===== src/rtl/uart_tx_pkg.sv =====
package uart_tx_pkg;
    typedef enum logic [2:0] {
        ST_IDLE,
        ST_START,
        ST_DATA,
        ST_PARITY,
        ST_STOP
    } tx_state_e;

    typedef struct packed {
        logic [1:0] len_sel;
        logic       par_en;
        logic       par_odd;
        logic       two_stop;
    } frame_cfg_t;
endpackage


===== src/rtl/tx_queue.sv =====
module tx_queue #(
    parameter int DEPTH  = 16,
    parameter int DATA_W = 8
) (
    input  logic                            clk,
    input  logic                            rst_n,
    input  logic                            fifo_mode,
    input  logic                            push,
    input  logic [DATA_W-1:0]               push_data,
    input  logic                            pop,
    output logic [DATA_W-1:0]               head,
    output logic                            avail,
    output logic [$clog2(DEPTH+1)-1:0]      count
);
    localparam int PTR_W = (DEPTH > 1) ? $clog2(DEPTH) : 1;
    localparam int CNT_W = $clog2(DEPTH+1);

    logic [DATA_W-1:0] mem [DEPTH];
    logic [PTR_W-1:0]  wr_ptr, rd_ptr;
    logic              mode_q;
    logic              flush, do_push, do_pop;
    logic [CNT_W-1:0]  cap;

    function automatic logic [PTR_W-1:0] wrap_inc(input logic [PTR_W-1:0] p);
        return (p == PTR_W'(DEPTH-1)) ? '0 : p + PTR_W'(1);
    endfunction

    assign flush   = (fifo_mode != mode_q);
    assign cap     = fifo_mode ? CNT_W'(DEPTH) : CNT_W'(1);
    assign avail   = (count != '0) && !flush;
    assign do_push = push && !flush && (count < cap);
    assign do_pop  = pop && avail;
    assign head    = mem[rd_ptr];

    always_ff @(posedge clk) begin
        if (!rst_n) begin
            wr_ptr <= '0;
            rd_ptr <= '0;
            count  <= '0;
            mode_q <= 1'b0;
        end else begin
            mode_q <= fifo_mode;
            if (flush) begin
                wr_ptr <= '0;
                rd_ptr <= '0;
                count  <= '0;
            end else begin
                if (do_push) wr_ptr <= wrap_inc(wr_ptr);
                if (do_pop)  rd_ptr <= wrap_inc(rd_ptr);
                count <= count + CNT_W'(do_push) - CNT_W'(do_pop);
            end
        end
    end

    always_ff @(posedge clk) begin
        if (do_push) mem[wr_ptr] <= push_data;
    end

    // outside queue mode at most one entry is ever held
    p_single_cap_r7: assert property (@(posedge clk) disable iff (!rst_n)
        !mode_q |-> (count <= CNT_W'(1)));

    // a write to a full queue never grows the count
    p_full_drop_r8: assert property (@(posedge clk) disable iff (!rst_n)
        (push && count == cap && !flush) |=> (count <= $past(count)));

    // a mode change leaves the queue empty
    p_flush_empty_r9: assert property (@(posedge clk) disable iff (!rst_n)
        flush |=> (count == '0));
endmodule


===== src/rtl/tx_framer.sv =====
module tx_framer
    import uart_tx_pkg::*;
#(
    parameter int TICKS  = 16,
    parameter int DATA_W = 8
) (
    input  logic              clk,
    input  logic              rst_n,
    input  logic              tick,
    input  logic              avail,
    input  logic [DATA_W-1:0] head,
    input  frame_cfg_t        cfg,
    output logic              pop,
    output logic              line,
    output logic              busy
);
    localparam int TW = $clog2(TICKS);

    tx_state_e         state_q, state_d;
    logic [TW-1:0]     tick_cnt;
    logic [2:0]        bit_cnt;
    logic [DATA_W-1:0] shreg;
    logic              par_q, second_q;
    frame_cfg_t        cfg_q;
    logic              bit_end, load;
    logic [2:0]        last_bit;
    logic [DATA_W-1:0] sent_mask;

    assign bit_end   = tick && (tick_cnt == TW'(TICKS-1));
    assign load      = (state_q == ST_IDLE) && avail;
    assign last_bit  = 3'd4 + {1'b0, cfg_q.len_sel};
    assign sent_mask = 8'hFF >> (2'd3 - cfg.len_sel);

    // next-state logic
    always_comb begin
        state_d = state_q;
        unique case (state_q)
            ST_IDLE:   if (avail)   state_d = ST_START;
            ST_START:  if (bit_end) state_d = ST_DATA;
            ST_DATA:   if (bit_end && bit_cnt == last_bit)
                           state_d = cfg_q.par_en ? ST_PARITY : ST_STOP;
            ST_PARITY: if (bit_end) state_d = ST_STOP;
            ST_STOP:   if (bit_end && (!cfg_q.two_stop || second_q))
                           state_d = ST_IDLE;
            default:   state_d = ST_IDLE;
        endcase
    end

    // state register
    always_ff @(posedge clk) begin
        if (!rst_n) state_q <= ST_IDLE;
        else        state_q <= state_d;
    end

    // datapath
    always_ff @(posedge clk) begin
        if (!rst_n) begin
            tick_cnt <= '0;
            bit_cnt  <= '0;
            shreg    <= '0;
            par_q    <= 1'b0;
            second_q <= 1'b0;
            cfg_q    <= '0;
        end else begin
            if (state_q == ST_IDLE)
                tick_cnt <= '0;
            else if (tick)
                tick_cnt <= bit_end ? '0 : tick_cnt + TW'(1);
            if (load) begin
                shreg    <= head;
                cfg_q    <= cfg;
                par_q    <= (^(head & sent_mask)) ^ cfg.par_odd;
                bit_cnt  <= '0;
                second_q <= 1'b0;
            end else if (bit_end) begin
                if (state_q == ST_DATA) begin
                    shreg   <= shreg >> 1;
                    bit_cnt <= bit_cnt + 3'd1;
                end
                if (state_q == ST_STOP) second_q <= 1'b1;
            end
        end
    end

    // outputs
    always_comb begin
        pop  = load;
        busy = (state_q != ST_IDLE);
        unique case (state_q)
            ST_IDLE:   line = 1'b1;
            ST_START:  line = 1'b0;
            ST_DATA:   line = shreg[0];
            ST_PARITY: line = par_q;
            ST_STOP:   line = 1'b1;
            default:   line = 1'b1;
        endcase
    end

    // without a tick the frame does not advance
    p_tick_hold_r6: assert property (@(posedge clk) disable iff (!rst_n)
        (state_q != ST_IDLE && !tick) |=> (state_q == $past(state_q) && tick_cnt == $past(tick_cnt)));

    // data bit index stays within the captured length
    p_bitcnt_r3: assert property (@(posedge clk) disable iff (!rst_n)
        (state_q == ST_DATA) |-> (bit_cnt <= last_bit));

    // the parity state is only visited when parity was enabled at load
    p_parity_enabled_r4: assert property (@(posedge clk) disable iff (!rst_n)
        (state_q == ST_PARITY) |-> cfg_q.par_en);

    // a frame starts only right after a load
    p_start_after_load_r2: assert property (@(posedge clk) disable iff (!rst_n)
        load |=> (state_q == ST_START));
endmodule


===== src/rtl/uart_frame_tx.sv =====
module uart_frame_tx
    import uart_tx_pkg::*;
#(
    parameter int DEPTH = 16,
    parameter int TICKS = 16
) (
    input  logic       clk,
    input  logic       rst_n,
    input  logic       tick16,
    input  logic       wr_en,
    input  logic [7:0] wr_data,
    input  logic       fifo_mode,
    input  logic [1:0] len_sel,
    input  logic       par_en,
    input  logic       par_odd,
    input  logic       two_stop,
    input  logic       brk,
    output logic       txd,
    output logic       hold_empty,
    output logic       line_idle
);
    localparam int CNT_W = $clog2(DEPTH+1);

    logic [7:0]       head;
    logic             avail, pop, line, busy;
    logic [CNT_W-1:0] count;
    frame_cfg_t       cfg;

    assign cfg = '{len_sel: len_sel, par_en: par_en, par_odd: par_odd, two_stop: two_stop};

    tx_queue #(.DEPTH(DEPTH), .DATA_W(8)) u_queue (
        .clk(clk), .rst_n(rst_n), .fifo_mode(fifo_mode),
        .push(wr_en), .push_data(wr_data), .pop(pop),
        .head(head), .avail(avail), .count(count)
    );

    tx_framer #(.TICKS(TICKS), .DATA_W(8)) u_framer (
        .clk(clk), .rst_n(rst_n), .tick(tick16), .avail(avail),
        .head(head), .cfg(cfg), .pop(pop), .line(line), .busy(busy)
    );

    assign txd        = brk ? 1'b0 : line;
    assign hold_empty = (count == '0);
    assign line_idle  = hold_empty && !busy;

    // the shifter only leaves idle when the queue had a character
    p_load_needs_char_r11: assert property (@(posedge clk) disable iff (!rst_n)
        $rose(busy) |-> ($past(count) != '0));

    // the shifter pops only when the queue offers data
    p_pop_valid_r7: assert property (@(posedge clk) disable iff (!rst_n)
        pop |-> (count != '0));
endmodule


===== config.mk =====
export PLATFORM = sky130hd
export DESIGN_NAME = uart_frame_tx
export DESIGN_NICKNAME = d
export VERILOG_FILES = /design/src/rtl/uart_tx_pkg.sv /design/src/rtl/tx_queue.sv /design/src/rtl/tx_framer.sv /design/src/rtl/uart_frame_tx.sv
export SDC_FILE = /design/constraint.sdc
export NUM_CORES = 1
export LEC_CHECK = 0
export BUFFER_PORTS_ARGS = -buffer_cell sky130_fd_sc_hd__buf_2
export CAP_MARGIN = 30
export CORE_ASPECT_RATIO = 1.1
export CORE_UTILIZATION = 45
export DETAILED_ROUTE_END_ITERATION = 6
export GPL_TIMING_DRIVEN = 0
export SLEW_MARGIN = 25
export SYNTH_ARGS = -nofsm -noshare
export SYNTH_HDL_FRONTEND = slang
export SYNTH_HIERARCHICAL = 1
export SYNTH_SLANG_ARGS = --single-unit
export TNS_END_PERCENT = 10

===== constraint.sdc =====
create_clock -name clk -period 4.25 [get_ports clk]
set_input_delay 0 -clock clk [delete_from_list [all_inputs] [get_ports clk]]
set_output_delay 0 -clock clk [all_outputs]
set_load 0.005 [all_outputs]

==> results of run 1 <==
==> area by class of cell <==
class | instances | area (um^2) | area share, %
buffer | 22 | 118 | 1.41
sequential | 170 | 4680 | 56.0
clock inverter | 14 | 160 | 1.92
inverter | 17 | 63.8 | 0.763
timing repair buffer | 40 | 285 | 3.41
tap | 200 | 250 | 2.99
multi-input combinational | 262 | 2370 | 28.4
clock buffer | 18 | 429 | 5.13
==> logic make-up after synthesis <==
group,Yosys count,synth area share [%]
multiplexers,43,11.5
adder cells (fa/ha/maj),17,3.05
buffers and inverters,39,2.52
AO/OA/AOI/OAI,71,6.66
flip-flops,170,65.0
XOR/XNOR,19,2.57
AND/OR/NAND/NOR,112,8.71
==> worst register-to-register path: stages, from the launching register on <==
cell and delay (ns):
dfxtp_1 0.33, inv_1 0.13, ha_1 0.15, or4b_1 0.52, and2_1 0.22, or4b_4 0.23
clkinv_1 0.26, nand3_4 0.19, inv_1 0.06, ha_1 0.26, inv_1 0.05, ha_1 0.15
inv_1 0.06, fa_1 0.40, o21bai_1 0.17, a21oi_1 0.10, xnor2_1 0.16, nor2_1 0.05
==> cell usage after synthesis, drive strengths merged, types with 5 or more instances <==
cell type | count | area (um^2)
a211oi | 8 | 65.1
nor2b | 6 | 37.5
and3 | 9 | 56.3
ha | 16 | 200
buf | 14 | 87.6
edfxtp | 128 | 3840
and2 | 5 | 31.3
xnor2 | 15 | 150
and4 | 5 | 43.8
mux2i | 11 | 110
nor2 | 27 | 109
o21ai | 10 | 53.8
nand3 | 9 | 57.6
a21oi | 21 | 116
a22oi | 17 | 128
mux4 | 32 | 721
clkbuf | 8 | 30.0
inv | 16 | 60.1
nand2 | 30 | 113
dfxtp | 42 | 841
==> metal layers <==
layer | vias to the layer above | GRT usage [%] | share of wire, %
li1 | 1931 | - | -
met1 | 2110 | 25.9 | 44
met2 | 84 | 32.1 | 50
met3 | 21 | 3.80 | 4.0
met4 | 0 | 7.66 | 1.6
met5 | - | 0 | 0
==> state kept, by name, indices dropped and copies added, names as in the netlist, named ones only <==
name               cells
u_framer/par_q         1
u_framer/shreg         8
u_framer/bit_cnt       3
u_framer/state_q       3
u_framer/second_q      1
u_queue/count          5
u_framer/cfg_q         4
u_queue/mem          128
u_framer/tick_cnt      4
u_queue/wr_ptr         4
u_queue/rd_ptr         4
u_queue/mode_q         1
==> how the worst max path moves through the flow <==
stage	cells past startpoint	end	from
floorplan	17	u_queue/count[4]$_SDFF_PP0_	u_queue/count[2]$_SDFF_PP0_
global placement	17	u_queue/count[4]$_SDFF_PP0_	u_queue/count[2]$_SDFF_PP0_
detailed placement	17	u_queue/count[4]$_SDFF_PP0_	u_queue/count[2]$_SDFF_PP0_
CTS	17	u_queue/count[4]$_SDFF_PP0_	u_queue/count[2]$_SDFF_PP0_
global route	17	u_queue/count[4]$_SDFF_PP0_	u_queue/count[2]$_SDFF_PP0_
finish	17	u_queue/count[4]$_SDFF_PP0_	u_queue/count[2]$_SDFF_PP0_
==> per-stage QoR <==
| stage | setup WS, ns | instance area (um^2) |
|---|---|---|
| floorplan | 1.02 | 7210 |
| global placement | 0.685 | 7560 |
| detailed placement | 0.626 | 7600 |
| CTS | 0.613 | 8360 |
| global route | 0.347 | 8360 |
| finish | 0.632 | 8360 |
==> power groups by stage <==
stage | clock [W] | combinational (W) | sequential, W
CTS | 0.00155 | 0.000198 | 0.00182
detailed placement | 0 | 0.000186 | 0.00185
global placement | 0 | 0.000178 | 0.00185
floorplan | 0 | 0.000121 | 0.00185
finish | 0.00152 | 0.000196 | 0.00182
global route | 0.00161 | 0.000217 | 0.00182
==> results.yml, run 1 <==
detailed_routing:
  vias: 4146
  routedWlPerCell_um: 19.8
  first_iter_violations: 224
  drc: 0
  drt_pass1_iterations: 5
  avgViaCountPerCell: 5.58
  ant_nets: 0
  drt_wl_total_um: 14700
placed_design:
  dp_hpwl_um: 9860
  placed_cells: 694
  gp_congestion: 0.758
  port_buffers: 20
clocking:
  clk_pin_slew_ns: 0.06
  clkSinkCount: 170
  clockRootBuffer: "clkbuf_16"
  cts_setup_buffers: 0
  cts_resized: 0
  cts_hold_buf: 17
  cts_buffers: 17
  cts_tree: "built"
  clk_path_buf_depth: 2
  insertion_delay_ns: 0.43
  htree_levels: 4
yosys:
  syn-num-nets: 507
  synthArstFlopShare_pct: 0
  syn_inst: 471
  synth_warnings: 6
  ys_seq_area_share_pct: 65.0
  synth_top_flop_cell: "edfxtp_1"
  synth-edff-count: 128
  synth_seq_cells: 170
  syn_area_mm2: 0.00721
  synth_cell_types: 57
  synth_area_per_cell_um2: 15.3
pwr:
  p_total_w: 0.00353
  leakage_nw: 2.87
  p_seq_share_pct: 51.4
  p_clk_share_pct: 43.0
  p_sw_share_pct: 23.0
  p_int_w: 0.00272
  irDropWorstVdd_mv: 0.273
  switchingPower_w: 0.000814
  combPwrFrac_pct: 5.5
  power_density_mw_per_mm2: 422
die:
  initial_core_util_pct: 46.0
  core_mm2: 0.0157
  io_pins: 22
  dieArea_mm2: 0.0165
  die_h_um: 135
  rows: 48
  die_width_um: 123
hold_path:
  hp-class: "in -> reg"
  min_from: "wr_en"
  whs_path_depth: 5
  hold_end: "u_queue/wr_ptr[0]$_SDFFE_PP0P_"
timing:
  maxSlewHeadroom_pct: 50.9
  worstMarginPinSlew_ns: 0.737
  fmax_ghz: 0.276
  rsz0062_at_grt: "false"
  setup_violations: 0
  fin_crit_sh_pct: 85.1
  finalMaxSlewViolations: 0
  setup_tns_ns: 0
  worst_hold_slack_ns: 0.0187
  fin_crit_ns: 3.62
  fin_skew_ns: 0.0111
  finalHoldViolCount: 0
critical_path:
  startpoint_type: "flip-flop"
  critPathArrivalTime_ns: 3.93
  crit_type: "reg -> reg"
  cpMostUsedCell: "inv_1"
  required_ns: 4.56
  worstPathCellList: "inv_1 > ha_1 > or4b_1 > and2_1 > or4b_4 > clkinv_1 > nand3_4 > inv_1 > ha_1 > inv_1 > ha_1 > inv_1 > fa_1 > o21bai_1 > a21oi_1 > xnor2_1 > nor2_1"
  r2r-end: "u_queue/count[4]$_SDFF_PP0_"
  critPathMaxStageDelay_ns: 0.52
  crit_path_max_fanout: 9
  worstReg2RegStart: "u_queue/count[2]$_SDFF_PP0_"
  path_delay_family: "simple AND/OR/NAND/NOR gates"
  critPathBufInv: 5
  r2r_cells: 17
  cp-end-kind: "flip-flop"
  rrSetupSlack_ns: 0.63
  crit_slowest_cell: "or4b_1"
finish:
  final_cell_mix: "edfxtp_1, dfxtp_1, mux4_2"
  mostFrequentLayoutCell: "edfxtp_1"
  diodes: 0
  drive_above_1_share_pct: 20.3
  nets: 566
  final_util_pct: 53.4
  areaGrowthSynthToFinish_pct: 16.0
  nFillCells: 1263
  fin_cells: 743
global_route:
  antenna_found_initial: 0
  grt_pass1_wl_um: 23200
  grt_use_total_pct: 19.7
  gr-total-overflow: 0
  grt_pass1_vias: 4253
  grt_max_degree: 18
run_status:
  status: "completed"
run:
  maxCapViolCount: 0
(Power assumes the default switching activity.)
==> inputs of run 2 (changes only) <==
--- a/config.mk
+++ b/config.mk
@@ -7,7 +7,8 @@
 export LEC_CHECK = 0
 export BUFFER_PORTS_ARGS = -buffer_cell sky130_fd_sc_hd__buf_2
 export CAP_MARGIN = 30
-export CORE_ASPECT_RATIO = 1.1
+export CORE_ASPECT_RATIO = 0.75
+export CORE_MARGIN = 2
 export CORE_UTILIZATION = 45
 export DETAILED_ROUTE_END_ITERATION = 6
 export GPL_TIMING_DRIVEN = 0
==> results.yml, run 2 (same netlist as run 1, synthesis figures left out) <==
timing:
  finalMaxSlewViolations: 0
  rsz0062_at_grt: "false"
  fin_skew_ns: 0.00890
  maxSlewHeadroom_pct: 50.6
  fin_crit_sh_pct: 87.1
  worstMarginPinSlew_ns: 0.742
  setup_violations: 0
  fin_crit_ns: 3.70
  fmax_ghz: 0.270
  setup_tns_ns: 0
  finalHoldViolCount: 0
run:
  maxCapViolCount: 0
pwr:
  leakage_nw: 2.88
  irDropWorstVdd_mv: 0.329
  p_seq_share_pct: 50.1
  p_sw_share_pct: 20.8
  power_density_mw_per_mm2: 431
  combPwrFrac_pct: 5.3
  p_int_w: 0.00287
  p_clk_share_pct: 44.5
  switchingPower_w: 0.000754
critical_path:
  rrSetupSlack_ns: 0.55
  crit_type: "reg -> reg"
  worstReg2RegStart: "u_queue/count[2]$_SDFF_PP0_"
  r2r-end: "u_queue/count[4]$_SDFF_PP0_"
  r2r_cells: 17
  cp-end-kind: "flip-flop"
  critPathArrivalTime_ns: 4.02
  required_ns: 4.57
  crit_path_max_fanout: 9
  startpoint_type: "flip-flop"
detailed_routing:
  ant_nets: 0
  drt_pass1_iterations: 4
  first_iter_violations: 340
  vias: 4086
  drc: 0
  avgViaCountPerCell: 5.43
  drt_wl_total_um: 14400
  routedWlPerCell_um: 19.2
clocking:
  clockRootBuffer: "clkbuf_16"
  cts_buffers: 17
  clk_pin_slew_ns: 0.06
  cts_tree: "built"
  htree_levels: 4
  insertion_delay_ns: 0.43
  cts_setup_buffers: 0
  clkSinkCount: 170
  clk_path_buf_depth: 2
global_route:
  antenna_found_initial: 0
  grt_pass1_vias: 3982
  gr-total-overflow: 0
  grt_use_total_pct: 18.4
  grt_pass1_wl_um: 22600
  grt_max_degree: 17
die:
  io_pins: 22
  rows: 40
  core_mm2: 0.0159
  initial_core_util_pct: 45.4
  die_h_um: 114
  dieArea_mm2: 0.0171
  die_width_um: 150
finish:
  top_register: "u_queue/mem"
  areaGrowthSynthToFinish_pct: 16.5
  final_cell_mix: "edfxtp_1, dfxtp_1, mux4_2"
  mostFrequentLayoutCell: "edfxtp_1"
  reg.largest.list: "u_queue/mem (128), u_framer/shreg (8), u_queue/count (5)"
  largest_reg_flops: 128
  nFillCells: 1277
  diodes: 0
  drive_above_1_share_pct: 20.3
  design_area_mm2: 0.00840
  nets: 565
placed_design:
  gp_congestion: 0.807
  dpl-instance-area_mm2: 0.00762
  dp_hpwl_um: 9840
  port_buffers: 20
run_status:
  status: "completed"
hold_path:
  min_from: "wr_en"
  hold_end: "u_queue/wr_ptr[0]$_SDFFE_PP0P_"
  whs_path_depth: 5
  hp-class: "in -> reg"
run 2: cell types whose count changed in the layout (fill, tap and decap cells not counted):
cell,previous run,this run
bufinv_16,1,4
clkbuf_1,9,8
clkinv_1,1,2
clkinv_2,0,2
clkinv_8,2,0
clkinvlp_4,3,4
dlygate4sd3_1,17,16
inv_6,3,1
inv_8,2,0
run 2: power by group through the flow:
| stage | combinational [W] | clock (W) | sequential [W] |
|---|---|---|---|
| 6_report | 0.000194 | 0.00161 | 0.00182 |
| 5_1_grt | 0.000216 | 0.00172 | 0.00182 |
| 4_1_cts | 0.000196 | 0.00165 | 0.00182 |
| 3_5_place_dp | 0.000184 | 0 | 0.00185 |
| 3_3_place_gp | 0.000177 | 0 | 0.00185 |
| 2_1_floorplan | 0.000121 | 0 | 0.00185 |
run 2: worst max-delay path by stage:
stage	start	to	slack [ns]
after detailed placement	u_queue/count[2]$_SDFF_PP0_	u_queue/count[4]$_SDFF_PP0_	0.55
final	u_queue/count[2]$_SDFF_PP0_	u_queue/count[4]$_SDFF_PP0_	0.55
after CTS	u_queue/count[2]$_SDFF_PP0_	u_queue/count[4]$_SDFF_PP0_	0.52
after global placement	u_queue/count[2]$_SDFF_PP0_	u_queue/count[4]$_SDFF_PP0_	0.59
after global routing	u_queue/count[2]$_SDFF_PP0_	u_queue/count[4]$_SDFF_PP0_	0.26
after floorplan	u_queue/count[2]$_SDFF_PP0_	u_queue/count[4]$_SDFF_PP0_	1.02
run 2: area by class of cell:
cell class,count,area (um^2),share of cell area [%]
Sequential cell,170,4680,55.8
Multi-Input combinational cell,262,2370,28.2
Clock buffer,17,425,5.06
Timing Repair Buffer,39,275,3.28
Tap cell,210,263,3.13
Clock inverter,15,199,2.37
Buffer,22,118,1.40
Inverter,17,63.8,0.760
run 2: layer usage:
metal / global-route usage [%] / wire, um / vias to the layer above / share of wire [%]
met5: 0 / 0 / - / 0
met1: 27.5 / 7000 / 2048 / 48
met3: 5.16 / 994 / 6 / 6.9
li1: - / - / 1939 / -
met4: 5.66 / 80 / 0 / 0.55
met2: 26.1 / 6380 / 93 / 44
run 2: through the flow:
stage / worst slack [ns] / hold slack [ns] / util, % / total power, W / cells
after global placement: 0.589 / 0.221 / 47.7 / 0.00203 / 701
final: 0.549 / 0.0133 / 52.9 / 0.00362 / 752
after floorplan: 1.02 / 0.0302 / - / 0.00197 / 471
after detailed placement: 0.554 / 0.221 / 48.0 / 0.00204 / 704
after CTS: 0.525 / 0.00737 / 52.9 / 0.00366 / 752
after global routing: 0.255 / 0.0573 / 52.9 / 0.00375 / 752
run 2: repair_timing:
item                                    CTS  global route
resized for setup                         0             0
endpoints found under the setup margin    0             0
endpoints found under the hold margin   144             0
hold buffers                             16             0
run 2: worst max-delay path, cell delays in order, from the launching register on:
cell,delay (ns)
dfxtp_1,0.32
inv_1,0.13
ha_1,0.16
or4b_1,0.55
and2_1,0.24
or4b_4,0.23
clkinv_1,0.25
nand3_4,0.18
inv_1,0.06
ha_1,0.26
inv_1,0.05
ha_1,0.19
inv_1,0.07
fa_1,0.40
o21bai_1,0.19
a21oi_1,0.10
xnor2_1,0.16
nor2_1,0.05
==> inputs of run 3 (changes only) <==
--- a/config.mk
+++ b/config.mk
@@ -7,11 +7,15 @@
 export LEC_CHECK = 0
 export BUFFER_PORTS_ARGS = -buffer_cell sky130_fd_sc_hd__buf_2
 export CAP_MARGIN = 30
+export CELL_PAD_IN_SITES_DETAIL_PLACEMENT = 1
+export CELL_PAD_IN_SITES_GLOBAL_PLACEMENT = 1
 export CORE_ASPECT_RATIO = 0.75
 export CORE_MARGIN = 2
 export CORE_UTILIZATION = 45
 export DETAILED_ROUTE_END_ITERATION = 6
 export GPL_TIMING_DRIVEN = 0
+export HOLD_SLACK_MARGIN = 0.02
+export PLACE_DENSITY_LB_ADDON = 0.1
 export SLEW_MARGIN = 25
 export SYNTH_ARGS = -nofsm -noshare
 export SYNTH_HDL_FRONTEND = slang
==> constraint.sdc (replaced) <==
create_clock -name clk -period 3.75 [get_ports clk]
set_input_delay 0 -clock clk [delete_from_list [all_inputs] [get_ports clk]]
set_output_delay 0 -clock clk [all_outputs]
set_load 0.005 [all_outputs]
==> results.yml, run 3 (same netlist as run 1, synthesis figures left out) <==
global_route:
  grt_max_degree: 17
  grt_use_total_pct: 21.1
  antenna_found_initial: 0
  gr-total-overflow: 0
  grt_pass1_vias: 4360
  grt_pass1_wl_um: 25700
critical_path:
  critPathArrivalTime_ns: 3.80
  critPathBufInv: 5
  crit_type: "reg -> reg"
  worstPathCellList: "inv_1 > ha_1 > or4b_4 > and2_1 > or4b_4 > inv_6 > nand3_4 > inv_1 > ha_1 > inv_1 > ha_1 > inv_1 > fa_1 > o21bai_1 > a21oi_1 > xnor2_1 > nor2_1"
  cp-end-kind: "flip-flop"
  critPathMaxStageDelay_ns: 0.53
  startpoint_type: "flip-flop"
  cpMostUsedCell: "inv_1"
  crit_path_max_fanout: 9
  crit_slowest_cell: "or4b_4"
  required_ns: 4.07
  path_delay_family: "simple AND/OR/NAND/NOR gates"
finish:
  nets: 567
  largest_reg_flops: 128
  diodes: 0
  mostFrequentLayoutCell: "edfxtp_1"
  top_register: "u_queue/mem"
  reg.largest.list: "u_queue/mem (128), u_framer/shreg (8), u_queue/count (5)"
  drive_above_1_share_pct: 20.4
  final_cell_mix: "edfxtp_1, dfxtp_1, mux4_2"
  areaGrowthSynthToFinish_pct: 16.7
  design_area_mm2: 0.00841
detailed_routing:
  drc: 0
  avgViaCountPerCell: 5.54
  ant_nets: 0
  first_iter_violations: 250
  drt_pass1_iterations: 4
  vias: 4174
  drt_wl_total_um: 16500
  routedWlPerCell_um: 21.9
clocking:
  clockRootBuffer: "clkbuf_16"
  cts_tree: "built"
  cts_buffers: 17
  insertion_delay_ns: 0.43
  clkSinkCount: 170
  clk_pin_slew_ns: 0.06
  htree_levels: 4
  clk_path_buf_depth: 2
pwr:
  combPwrFrac_pct: 5.7
  p_sw_share_pct: 21.6
  p_int_w: 0.00319
  switchingPower_w: 0.000880
  power_density_mw_per_mm2: 484
  irDropWorstVdd_mv: 0.327
  leakage_nw: 2.89
  p_seq_share_pct: 50.6
  p_clk_share_pct: 43.7
die:
  initial_core_util_pct: 45.4
  rows: 40
  io_pins: 22
  core_mm2: 0.0159
  die_width_um: 150
  die_h_um: 114
  dieArea_mm2: 0.0171
placed_design:
  dp_hpwl_um: 11000
  dpl-instance-area_mm2: 0.00762
  gp_congestion: 0.796
  port_buffers: 20
timing:
  rsz0062_at_grt: "false"
  fmax_ghz: 0.287
  fin_crit_sh_pct: 92.9
  worst_hold_slack_ns: 0.220
  setup_tns_ns: 0
  fin_crit_ns: 3.48
  setup_violations: 0
  maxSlewHeadroom_pct: 46.2
  finalHoldViolCount: 0
  worstMarginPinSlew_ns: 0.807
  fin_skew_ns: 0.00607
  finalMaxSlewViolations: 0
run:
  maxCapViolCount: 0
hold_path:
  hp-class: "in -> out"
run_status:
  status: "completed"
-- run 3: power by group through the flow --
stage | registers, W | clock network [W] | logic, W
global route | 0.00206 | 0.00190 | 0.000258
finish | 0.00206 | 0.00178 | 0.000233
detailed placement | 0.00210 | 0 | 0.000216
global placement | 0.00210 | 0 | 0.000204
CTS | 0.00206 | 0.00183 | 0.000231
floorplan | 0.00210 | 0 | 0.000137
-- run 3: layout make-up --
type / count / area, um^2
fillers: 1526 / 7450
flip-flops and latches: 170 / 4680
multi-input cells: 262 / 2380
clock buffers: 18 / 429
repair buffers: 41 / 303
well taps: 210 / 263
clock inverters: 14 / 170
plain buffers: 22 / 118
inverters: 17 / 68.8
-- run 3: what timing repair did --
item                                    in CTS  in global routing
setup buffers                                0                  0
resized for setup                            1                  3
hold buffers                                18                  0
hold endpoints to repair                   145                  0
endpoints found under the setup margin       1                  1
-- run 3: routing by layer --
| metal | vias up | wire, um | global-route usage, % |
|---|---|---|---|
| met4 | 0 | 150 | 5.85 |
| met5 | - | 0 | 0 |
| met1 | 2161 | 7950 | 31.0 |
| met3 | 12 | 762 | 5.76 |
| met2 | 64 | 7680 | 31.2 |
| li1 | 1937 | - | - |
-- run 3: worst paths after layout --
kind | endpoint | slack (ns) | from | cells after the start
max | u_queue/count[4]$_SDFF_PP0_ | 0.27 | u_queue/count[2]$_SDFF_PP0_ | 17
min | txd | 0.22 | brk | 3
max reg2reg | u_queue/count[4]$_SDFF_PP0_ | 0.27 | u_queue/count[2]$_SDFF_PP0_ | 17
min reg2reg | u_framer/cfg_q[0]$_SDFFE_PN0P_ | 0.46 | u_framer/cfg_q[0]$_SDFFE_PN0P_ | 2
-- run 3: per-stage QoR --
stage / std cells / power, W / util (%) / setup WS (ns)
after floorplan: 471 / 0.00223 / - / 0.523
after global placement: 701 / 0.00230 / 47.7 / 0.0815
after detailed placement: 704 / 0.00232 / 48.1 / -0.0324
after CTS: 754 / 0.00412 / 53.0 / 0.151
after global routing: 754 / 0.00422 / 53.0 / 0.0204
final: 754 / 0.00407 / 53.0 / 0.265
-- run 3: worst reg2reg max path: stages (launching register included) --
cell and delay (ns):
dfxtp_1 0.37, inv_1 0.12, ha_1 0.23, or4b_4 0.24, and2_1 0.17, or4b_4 0.53, inv_6 0.13, nand3_4 0.11
inv_1 0.10, ha_1 0.22, inv_1 0.05, ha_1 0.16, inv_1 0.05, fa_1 0.41, o21bai_1 0.17, a21oi_1 0.10
xnor2_1 0.17, nor2_1 0.05
